==> src/rtl/pp_pkg.sv <==
package pp_pkg;
    localparam int PRIO_W = 4;
    localparam int PORT_W = 2;
    localparam int SRC_W  = 4;
    localparam int ADDR_W = 16;
    localparam int WBUF_W = 3;
    localparam int CMD_W  = PRIO_W + 1 + PORT_W + SRC_W + ADDR_W + WBUF_W;

    // Packed most significant field first; this layout is visible at the ports.
    typedef struct packed {
        logic [PRIO_W-1:0] prio;
        logic              wr;
        logic [PORT_W-1:0] port;
        logic [SRC_W-1:0]  src;
        logic [ADDR_W-1:0] addr;
        logic [WBUF_W-1:0] wbuf;
    } cmd_t;

    // Smaller number means more urgent.
    function automatic logic more_urgent(input logic [PRIO_W-1:0] a,
                                         input logic [PRIO_W-1:0] b);
        return a < b;
    endfunction
endpackage

==> src/rtl/pp_conflict.sv <==
module pp_conflict
    import pp_pkg::*;
#(
    parameter int COL_W = 6
) (
    input  cmd_t a,
    input  cmd_t b,
    output logic hit
);
    logic row_hit, src_hit, wbuf_hit;

    generate
        if (COL_W > 0) begin : g_row
            assign row_hit = (a.addr[ADDR_W-1:COL_W] == b.addr[ADDR_W-1:COL_W]);
        end else begin : g_full
            assign row_hit = (a.addr == b.addr);
        end
    endgenerate

    assign src_hit  = (a.src == b.src);
    assign wbuf_hit = a.wr && b.wr && (a.wbuf == b.wbuf);
    assign hit      = row_hit || src_hit || wbuf_hit;
endmodule

==> src/rtl/pp_policy.sv <==
module pp_policy
    import pp_pkg::*;
(
    input  cmd_t head,
    input  cmd_t act,
    input  logic head_vld,
    input  logic act_vld,
    input  logic swap_en,
    input  logic rd_same_en,
    input  logic conflict,
    input  logic holdoff,
    output logic allow
);
    logic same_port, rd_rd_block, wr_wr_block;

    assign same_port   = (head.port == act.port);
    assign rd_rd_block = same_port && !head.wr && !act.wr && !rd_same_en;
    assign wr_wr_block = same_port && head.wr && act.wr;

    always_comb begin
        allow = swap_en && head_vld && act_vld && !holdoff
             && more_urgent(head.prio, act.prio)
             && !conflict && !rd_rd_block && !wr_wr_block;
    end
endmodule

==> src/rtl/prio_preempt_ctrl.sv <==
module prio_preempt_ctrl
    import pp_pkg::*;
#(
    parameter int COL_W = 6
) (
    input  logic              clk,
    input  logic              rst,
    input  logic              cfg_swap_en,
    input  logic              cfg_rd_same_port_en,
    input  logic              head_vld,
    input  logic [PRIO_W-1:0] head_prio,
    input  logic              head_wr,
    input  logic [PORT_W-1:0] head_port,
    input  logic [SRC_W-1:0]  head_src,
    input  logic [ADDR_W-1:0] head_addr,
    input  logic [WBUF_W-1:0] head_wbuf,
    input  logic              act_vld,
    input  logic [PRIO_W-1:0] act_prio,
    input  logic              act_wr,
    input  logic [PORT_W-1:0] act_port,
    input  logic [SRC_W-1:0]  act_src,
    input  logic [ADDR_W-1:0] act_addr,
    input  logic [WBUF_W-1:0] act_wbuf,
    output logic              preempt_pulse,
    output logic [CMD_W-1:0]  exec_cmd,
    output logic [CMD_W-1:0]  requeue_cmd
);
    cmd_t head_c, act_c, exec_q, requeue_q;
    logic conflict, allow, pulse_q;

    assign head_c = '{prio: head_prio, wr: head_wr, port: head_port,
                      src: head_src, addr: head_addr, wbuf: head_wbuf};
    assign act_c  = '{prio: act_prio, wr: act_wr, port: act_port,
                      src: act_src, addr: act_addr, wbuf: act_wbuf};

    pp_conflict #(.COL_W(COL_W)) u_conflict (
        .a   (head_c),
        .b   (act_c),
        .hit (conflict)
    );

    // The pulse register also serves as the one-cycle hold-off.
    pp_policy u_policy (
        .head       (head_c),
        .act        (act_c),
        .head_vld   (head_vld),
        .act_vld    (act_vld),
        .swap_en    (cfg_swap_en),
        .rd_same_en (cfg_rd_same_port_en),
        .conflict   (conflict),
        .holdoff    (pulse_q),
        .allow      (allow)
    );

    always_ff @(posedge clk) begin
        if (rst) begin
            pulse_q   <= 1'b0;
            exec_q    <= '0;
            requeue_q <= '0;
        end else begin
            pulse_q <= allow;
            if (allow) begin
                exec_q    <= head_c;
                requeue_q <= act_c;
            end
        end
    end

    assign preempt_pulse = pulse_q;
    assign exec_cmd      = exec_q;
    assign requeue_cmd   = requeue_q;


    swap_off_chk: assert property (@(posedge clk) disable iff (rst)
        !cfg_swap_en |=> !preempt_pulse);


    prio_strict_chk: assert property (@(posedge clk) disable iff (rst)
        (head_prio >= act_prio) |=> !preempt_pulse);


    wr_order_chk: assert property (@(posedge clk) disable iff (rst)
        (head_wr && act_wr && head_port == act_port) |=> !preempt_pulse);


    valid_chk: assert property (@(posedge clk) disable iff (rst)
        (!head_vld || !act_vld) |=> !preempt_pulse);


    holdoff_chk: assert property (@(posedge clk) disable iff (rst)
        preempt_pulse |=> !preempt_pulse);


    swap_order_chk: assert property (@(posedge clk) disable iff (rst)
        preempt_pulse |-> (exec_q.prio < requeue_q.prio));


    hold_chk: assert property (@(posedge clk) disable iff (rst)
        !preempt_pulse |=> preempt_pulse || ($stable(exec_cmd) && $stable(requeue_cmd)));
endmodule

==> config.mk <==
export PLATFORM = sky130hd
export DESIGN_NAME = prio_preempt_ctrl
export DESIGN_NICKNAME = d
export VERILOG_FILES = /design/src/rtl/pp_pkg.sv /design/src/rtl/pp_conflict.sv /design/src/rtl/pp_policy.sv /design/src/rtl/prio_preempt_ctrl.sv
export SDC_FILE = /design/constraint.sdc
export NUM_CORES = 1
export LEC_CHECK = 0
export BUFFER_PORTS_ARGS = -buffer_cell sky130_fd_sc_hd__buf_4
export CORE_ASPECT_RATIO = 0.8
export CORE_UTILIZATION = 53
export DETAILED_ROUTE_END_ITERATION = 8
export PLACE_DENSITY = 0.81
export SYNTH_ARGS = -nofsm -noshare
export SYNTH_HDL_FRONTEND = slang
export SYNTH_SLANG_ARGS = --single-unit
==> constraint.sdc <==
create_clock -name clk -period 2.1 [get_ports clk]
set_clock_uncertainty 0.15 [all_clocks]
set_input_delay 0.21 -clock clk [delete_from_list [all_inputs] [get_ports clk]]
set_output_delay 0.21 -clock clk [all_outputs]
set_load 0.1 [all_outputs]
After elaboration in Yosys (flattened, before gate mapping)
Cells that the tools add are included.

cells by class
  $add $sub $neg = 0
  multiply operators = 0
  divide/modulo/power cells = 0
  order comparisons = 1
  eq/ne operators = 4
  shifts and indexed selects = 0
  muxes and demuxes = 0
  bitwise logic cells = 0
  reductions and logical operators = 23

operators by type and width
  kind               count
  $logic_and 1x1->1  14
  $eq 10x10->1       1
  $logic_not 1->1    7
  $eq 4x4->1         1
  $lt 4x4->1         1
  $eq 3x3->1         1
  $eq 2x2->1         1
  $logic_or 1x1->1   2

word-level totals
  register bits = 61
  latch bits = 0
  bits in writable memories = 0
  memory bits (read-only) = 0
  input port bits = 66
  output and inout port bits = 61
  memories = 0

Depth between registers and ports, before layout
Gate-level depths: netlist (run 1).

  depth in word-level cells = 7
  depth in mapped cells = 8
  gate-level depth less buffers = 6

Modules after synthesis
Synthesis (run 1) repeated with hierarchy kept, for this count alone.

unflattened totals
  cells, all modules = 237
  area, all modules = 2517.4 um2

modules (own cells, without submodules)
  module             instances  cells each  area each (um2)
  prio_preempt_ctrl  1          196         2188.3
  pp_conflict        1          24          188.9
  pp_policy          1          17          140.1

Worst setup path after synthesis (run 1)
No wires, ideal clock.

  path type = flip-flop to flip-flop
  from = register pulse_q, in the netlist preempt_pulse
  to = register requeue_q (netlist bit requeue_cmd[15])
  library setup time = 0.093 ns
  data arrival time = 1.929 ns
  data required time = 1.857 ns
  slack = -0.073 ns
  stages on the path, launching flop included = 8
  buffers on the path = 2
  period minus slack after synthesis = 2.173 ns
  cells stage by stage = dfxtp_1 -> nand4b_1 -> nor2_2 -> nand3_4 -> or2_1 -> buf_6 -> buf_6 -> o311ai_2

on the way
  word-level cells in the longest chain between the ends = 6

RTL lines
  element                          line                     text
  start: declaration               prio_preempt_ctrl.sv:29  logic conflict, allow, pulse_q;
  start signal: assignment         prio_preempt_ctrl.sv:61  pulse_q <= allow;
  $logic_not 1->1                  pp_policy.sv:21          allow = swap_en && head_vld && act_vld && !holdoff
  $logic_and 1x1->1                pp_policy.sv:21
  $logic_and 1x1->1                pp_policy.sv:22          && more_urgent(head.prio, act.prio)
  $logic_and 1x1->1 (3 in series)  pp_policy.sv:23          && !conflict && !rd_rd_block && !wr_wr_block;
  end signal: assignment           prio_preempt_ctrl.sv:64  requeue_q <= act_c;
  end: declaration                 prio_preempt_ctrl.sv:28  cmd_t head_c, act_c, exec_q, requeue_q;

No other way between the ends.
A chain may end at the register's enable or synchronous reset.

Worst setup path in the final report (run 1)
  from = register pulse_q, in the netlist preempt_pulse
  to = register exec_q (netlist bit exec_cmd[7])

on the way
  word-level cells in the longest chain between the ends = 6

RTL lines
  element                          line                     text
  $logic_not 1->1                  pp_policy.sv:21
  $logic_and 1x1->1                pp_policy.sv:21
  $logic_and 1x1->1                pp_policy.sv:22
  $logic_and 1x1->1 (3 in series)  pp_policy.sv:23
  end signal: assignment           prio_preempt_ctrl.sv:58  exec_q <= '0;
  end signal: assignment           prio_preempt_ctrl.sv:63  exec_q <= head_c;
  end: declaration                 prio_preempt_ctrl.sv:28

No other way between the ends.

==> reports/metrics.yaml, run 1 <==
status: "finished, final reports clean"
synth-edff-count: 0
fp.coreArea_um2: 8090
clockBufferDepth: 2
antennaDiodeCount: 0
synth_flop_cell: "dfxtp_1"
vias: 4539
period_share: 0.934
setup_viol: 0
criticalPathCategory: "flip-flop to flip-flop"
io_pins: 127
yosys_warnings: 0
cts.htree.levels: 3
avgSynthCellArea_um2: 8.58
dpl.hpwl_um: 8810
worst_ep_required_time_ns: 2.20
multi_input_area_um2: 3000
io_buffers: 126
slowest_delay_ns: 0.35
hp-class: "input port to flip-flop"
worst_setup_path_start_kind: "flip-flop"
synth_top_cell_area_share: 0.271
power_mw: 3.33
worst-path-buf-inv: 1
synth_top_area_cell: "dfxtp_1"
synth_cells: 525
grt_antenna_before_repair: 0
syn2layout_area_growth_pct: 29.6
regArea_um2: 1220
clock_latency_ns: 0.35
fp.dieW_um: 105
die_area_um2: 8870
fill_cells: 629
globalRouteTotalUtil: 0.303
fin_crit_ns: 1.96
numCtsBuffers: 9
synth.ff_latch_count: 61
detail_route.wl_per_cell_um: 18.1
initial_utilization: 0.557
yosys-top-cells-area: "dfxtp_1 27%, nor2b_1 17%, o311ai_2 11%, a22oi_1 10%, nand2b_1 8.3%"
grt_pass1_vias: 4262
synth_area_um2: 4500
finalHoldViolations: 0
crit_chain: "nand4b_1 -> nor2_2 -> nand3_4 -> or2_2 -> buf_4 -> o311ai_1"
antenna_left: 0
nets: 696
relSlewSlack: 0.612
routed_via_density: 6.13
cts_tree: "yes"
final_common_cell: "buf_4"
seq_area_frac_synth: 0.271
crit_path_max_fanout: 22
fin_setup_tns_ns: 0
num_rows: 29
timing.rr.start: "preempt_pulse"
end_kind: "flip-flop"
maxSlewViolCount: 0
grt_start_max_net_pins: 61
final_cell_mix: "134 x buf_4, 120 x nor2b_1, 62 x o21ai_0"
cts_root_buf: "clkbuf_8"
synth_nets: 594
power_density_nw_per_um2: 571
grt_pass1_wl_um: 21400
cpLargestDelayFamily: "simple AND/OR/NAND/NOR gates"
p_leak_nw: 2.10
cp.arrival_ns: 2.06
critPathSlowestCell: "or2_2"
rsz0062_at_grt: "false"
tightest_slew_ns: 0.581
dr.pass1.iters: 5
drive_gt1_frac: 0.313
clock_sinks: 61
synthDistinctLibCells: 31
async_flop_share: 0
finalWirelength_um: 13400
drtIter0Drc: 391
max_freq_mhz: 510
place_congestion: 0.810
drc: 0
max_cap_violations: 0
die_h_um: 84.5
worstSetupStartpoint: "preempt_pulse"
holdCritStartpoint: "act_prio[3]"
vdd_drop_max_uv: 368
grt_overflow_total: 0
path_clk_slew_ns: 0.07
==> cells by family after synthesis <==
logic type      share of synthesized area
simple gates                        0.274
xor+xnor                           0.0369
compound gates                      0.341
fa+ha+maj                         0.00833
flops                               0.271
buf+inv                            0.0681
==> through the flow <==
step | setup WS, ns | hold WS [ns] | util | cells | instance area, um2
2_1_floorplan | 0.158 | 0.235 | - | 525 | 4510
5_1_grt | 0.0434 | 0.00790 | 0.722 | 740 | 5840
4_1_cts | 0.140 | 0.00273 | 0.719 | 738 | 5820
3_5_place_dp | 0.00964 | 0.358 | 0.687 | 719 | 5560
3_3_place_gp | 0.0812 | 0.355 | 0.687 | 719 | 5560
6_report | 0.138 | 0.0100 | 0.722 | 740 | 5840
==> flip-flops by register name, indices dropped and copies added (netlist names) <==
name / flops
exec_cmd: 30
requeue_cmd: 30
preempt_pulse: 1
==> final timing paths <==
path              slack [ns]         endpoint  cells past startpoint
hold / removal          0.01  requeue_cmd[29]                      3
setup / recovery        0.14      exec_cmd[7]                      6
hold reg to reg         0.50  requeue_cmd[29]                      3
setup reg to reg        0.14      exec_cmd[7]                      6
==> power breakdown <==
group          internal (mW)  switching [mW]  total (mW)
Sequential              1.20          0.0220        1.22
Combinational          0.289           0.620       0.908
Clock                  0.729           0.476        1.21
Total                   2.21            1.12        3.33
==> cells in the mapped netlist, types with 2 or more instances <==
cell type,instances
nor3_1,2
nor2_1,3
buf_2,11
o311ai_2,30
inv_1,4
nor2b_1,120
buf_6,7
xor2_1,6
o311ai_1,29
o21ai_0,62
a22oi_1,60
clkbuf_1,36
buf_4,3
nand2_1,2
nand2b_1,60
xnor2_1,13
dfxtp_1,61
ha_1,3
==> tightest hold or removal path, cell delays in order <==
cell	delay, ns
buf_4	0.12
nand2b_1	0.06
o311ai_1	0.07
==> area by class of cell <==
type / count / share of cell area
Inverter: 4 / 0.00257
Sequential cell: 61 / 0.209
Timing Repair Buffer: 148 / 0.212
Clock inverter: 4 / 0.0120
Multi-Input combinational cell: 403 / 0.515
Clock buffer: 12 / 0.0266
Tap cell: 108 / 0.0231
==> routing by layer <==
metal / up-vias / GRT usage / part of all wire
li1: 2117 / - / -
met4: 0 / 0.0807 / 0.016
met3: 21 / 0.0854 / 0.084
met1: 2179 / 0.415 / 0.44
met5: - / 0 / 0
met2: 222 / 0.467 / 0.46
==> timing repair <==
action | 4_1_cts | 5_1_grt
setup buffers | 0 | 0
gates resized for setup | 0 | 0
hold buffers | 3 | 2
endpoints found under the hold margin | 3 | 2
(Power assumes the default switching activity.)
==> run 2, diff against run 1 <==
Settings changed: ABC_CLOCK_PERIOD_IN_PS from default to 2100, CORE_MARGIN from default to 5.
==> run 2 against run 1 <==
Net effect:
- critical path depth unchanged
- first-iteration DRC count increased by 12%
- sequential share of layout area up 0.31 points
- highest routed layer unchanged
==> reports/metrics.yaml, run 2 (same netlist as run 1, synthesis figures left out) <==
status: "finished, final reports clean"
antenna_left: 0
layout_setup_ws_ns: 0.119
finalHoldViolations: 0
place_congestion: 0.864
fin_setup_tns_ns: 0
die_area_um2: 10500
slowest_delay_ns: 0.34
worstSetupStartpoint: "preempt_pulse"
ctsHoldBuffers: 1
holdCritStartpoint: "head_addr[1]"
vias: 4524
critPathSlowestCell: "or2_2"
clock_sinks: 61
final_common_cell: "buf_4"
p_leak_nw: 2.08
io_buffers: 126
clock_latency_ns: 0.34
grt_pass1_vias: 4416
post_cts.repair.setup_buffers: 0
criticalPathCategory: "flip-flop to flip-flop"
initial_utilization: 0.538
worst_setup_path_start_kind: "flip-flop"
setup_viol: 0
cp.arrival_ns: 2.07
cts_root_buf: "clkbuf_8"
num_rows: 30
numCtsBuffers: 9
finalWirelength_um: 13900
clockBufferDepth: 2
max_freq_mhz: 505
maxSlewViolCount: 0
crit_chain: "nand4b_1 -> nor2_2 -> nand3_4 -> or2_2 -> buf_12 -> o311ai_0"
hp-class: "input port to flip-flop"
path_clk_slew_ns: 0.07
dr.pass1.iters: 5
period_share: 0.943
nets: 696
end_kind: "flip-flop"
cts_resized: 0
fill_cells: 681
fp.dieW_um: 113
max_cap_violations: 0
syn2layout_area_growth_pct: 27.8
fp.coreArea_um2: 8370
dp_slack_ns: 0.0280
rsz0062_at_grt: "false"
io_pins: 127
grt_pass1_wl_um: 22100
timing.rr.start: "preempt_pulse"
cts_tree: "yes"
drive_gt1_frac: 0.319
final_area_um2: 5750
post_dp_cell_area_um2: 5560
dpl.hpwl_um: 9480
drc: 0
final_cell_mix: "141 x buf_4, 120 x nor2b_1, 62 x o21ai_0"
detail_route.wl_per_cell_um: 18.7
antennaDiodeCount: 0
drtIter0Drc: 436
grt_start_max_net_pins: 61
power_density_nw_per_um2: 544
tightest_slew_ns: 0.667
crit_path_max_fanout: 44
fin_crit_ns: 1.98
vdd_drop_max_uv: 313
relSlewSlack: 0.556
routed_via_density: 6.10
cts.htree.levels: 3
die_h_um: 92.5
grt_antenna_before_repair: 0
globalRouteTotalUtil: 0.256
worst_ep_required_time_ns: 2.19
grt_overflow_total: 0
## run 2: cell count changes in the layout (fill, tap and decap cells not counted), sizes merged
cell         change
buf              +4
bufinv           -2
clkbuf           +1
clkinv           -1
dlygate4sd3      -4
## run 2: per-layer routing
metal  wire, um  share of wire  GRT usage
met4        329          0.024     0.0901
met3       1180          0.085     0.0647
met1       5810           0.42      0.342
met5          0              0          0
met2       6550           0.47      0.400
## run 2: worst paths after layout
path	cells past startpoint	slack [ns]	endpoint
hold reg to reg	3	0.51	exec_cmd[22]
setup reg to reg	6	0.12	requeue_cmd[14]
setup / recovery	6	0.12	requeue_cmd[14]
hold / removal	3	0.01	exec_cmd[4]
## run 2: layout make-up
type,instances,area [um2],share of cell area
Multi-Input combinational cell,403,3000,0.522
Sequential cell,61,1220,0.212
Timing Repair Buffer,148,1190,0.207
Clock buffer,13,179,0.0311
Tap cell,112,140,0.0244
Inverter,4,15.0,0.00261
Clock inverter,1,5.00,0.000870
## run 2: worst max-delay path, delay by kind of cell (launching register included)
kind                   cells  cell delay [ns]
AOI/OAI and AO/OA          1             0.33
buffers and inverters      1             0.20
DFF                        1             0.32
and+or+nand+nor            4             0.85
## run 2: power breakdown
| part | total [mW] | switching (mW) | internal [mW] |
|---|---|---|---|
| logic | 0.903 | 0.619 | 0.284 |
| clock network | 1.01 | 0.466 | 0.543 |
| registers | 1.22 | 0.0215 | 1.20 |
| total | 3.13 | 1.11 | 2.02 |
## run 2: metrics by stage
| step | hold slack (ns) | util | std cells | total power, mW |
|---|---|---|---|---|
| finish | 0.0145 | 0.687 | 742 | 3.13 |
| global route | 0.0151 | 0.687 | 742 | 3.24 |
| CTS | 0.00597 | 0.687 | 742 | 3.14 |
| detailed placement | 0.367 | 0.664 | 727 | 2.14 |
| global placement | 0.359 | 0.664 | 727 | 2.13 |
| floorplan | 0.235 | - | 525 | 1.83 |
==> run 3, diff against run 2 <==
Settings changed: MAX_ROUTING_LAYER from default to met4.
==> run 3 against run 2 <==
Net effect:
- clock-buffer cell count unchanged
- core utilization unchanged
- global-route usage up 0.73 points
- power about the same
- worst setup slack worse by 0.0016 ns
- sequential power about the same
- combinational power about the same
- sequential cell count unchanged
- clock power about the same
- worst hold slack better by 0.0023 ns
==> reports/metrics.yaml, run 3 (same netlist as run 1, synthesis figures left out) <==
cts_resized: 0
drc: 0
fin_setup_tns_ns: 0
tightest_slew_ns: 0.676
routed_via_density: 6.09
dr.pass1.iters: 5
path_clk_slew_ns: 0.07
post_cts.repair.setup_buffers: 0
vias: 4518
clock_sinks: 61
worst_ep_required_time_ns: 2.19
crit_chain: "nand4b_1 -> nor2_2 -> nand3_4 -> or2_2 -> buf_12 -> o311ai_0"
final_cell_mix: "141 x buf_4, 120 x nor2b_1, 62 x o21ai_0"
p_leak_nw: 2.08
numCtsBuffers: 9
grt_antenna_before_repair: 0
slowest_delay_ns: 0.34
criticalPathCategory: "flip-flop to flip-flop"
holdWs_ns: 0.0168
grt_start_max_net_pins: 61
antennaDiodeCount: 0
period_share: 0.944
rsz0062_at_grt: "false"
crit_path_max_fanout: 44
die_area_um2: 10500
fp.dieW_um: 113
grt_pass1_wl_um: 22100
finalWirelength_um: 13800
setup_viol: 0
layout_setup_ws_ns: 0.118
initial_utilization: 0.538
io_buffers: 126
dpl.hpwl_um: 9480
hp-class: "input port to flip-flop"
end_kind: "flip-flop"
status: "finished, final reports clean"
clock_latency_ns: 0.34
drive_gt1_frac: 0.319
cts.htree.levels: 3
fill_cells: 681
num_rows: 30
relSlewSlack: 0.549
fp.coreArea_um2: 8370
syn2layout_area_growth_pct: 27.8
worst_setup_path_start_kind: "flip-flop"
io_pins: 127
clockBufferDepth: 2
detail_route.wl_per_cell_um: 18.6
power_density_nw_per_um2: 544
multi_input_area_um2: 3000
maxSlewViolCount: 0
final_common_cell: "buf_4"
max_freq_mhz: 504
grt_pass1_vias: 4425
globalRouteTotalUtil: 0.263
finalHoldViolations: 0
vdd_drop_max_uv: 310
nets: 696
cts_root_buf: "clkbuf_8"
cp.arrival_ns: 2.07
antenna_left: 0
critPathSlowestCell: "or2_2"
fin_crit_ns: 1.98
regArea_um2: 1220
drtIter0Drc: 437
dp_slack_ns: 0.0280
cts_tree: "yes"
grt_overflow_total: 0
max_cap_violations: 0
die_h_um: 92.5
place_congestion: 0.878
==> run 3: cell counts in the layout (fill, tap and decap cells not counted) <==
Identical to the previous run, type by type.
==> run 3: what timing repair did <==
item | in CTS | in global routing
hold buffers | 1 | 0
endpoints found under the hold margin | 1 | 0
setup endpoints to repair | 0 | 0
==> run 3: layer usage <==
metal | track usage | part of all wire | routed length, um
met5 | - | 0 | 0
met4 | 0.0881 | 0.024 | 327
met3 | 0.0607 | 0.078 | 1070
met2 | 0.399 | 0.47 | 6510
met1 | 0.346 | 0.43 | 5930
==> run 3: worst max-delay path: cells and delay by family, from the launching register on <==
family                 cells  cell delay [ns]
and+or+nand+nor            4             0.85
AOI/OAI and AO/OA          1             0.33
DFF                        1             0.32
buffers and inverters      1             0.19
==> run 3: final cells by class <==
cell class              count  area share
repair buffers            148       0.207
clock buffers              13      0.0311
well taps                 112      0.0244
inverters                   4     0.00261
flip-flops and latches     61       0.212
multi-input cells         403       0.522
clock inverters             1    0.000870
==> run 3: worst paths after layout <==
check / startpoint / endpoint / slack (ns) / depth (start not counted)
worst min-delay path: head_addr[1] / exec_cmd[4] / 0.02 / 3
worst min register to register: requeue_cmd[29] / requeue_cmd[29] / 0.51 / 3
worst max register to register: preempt_pulse / requeue_cmd[14] / 0.12 / 6
worst max-delay path: preempt_pulse / requeue_cmd[14] / 0.12 / 6
==> run 3: per-stage QoR <==
step                instance area, um2  cells  utilization  total power, mW
floorplan                         4510    525            -             1.83
global placement                  5560    727        0.664             2.13
detailed placement                5560    727        0.664             2.14
CTS                               5750    742        0.687             3.14
global route                      5750    742        0.687             3.24
finish                            5750    742        0.687             3.13
==> run 3: power breakdown <==
group,leakage (nW),switching (mW),internal [mW]
Combinational,1.49,0.619,0.284
Clock,0.0974,0.466,0.543
Sequential,0.494,0.0215,1.20
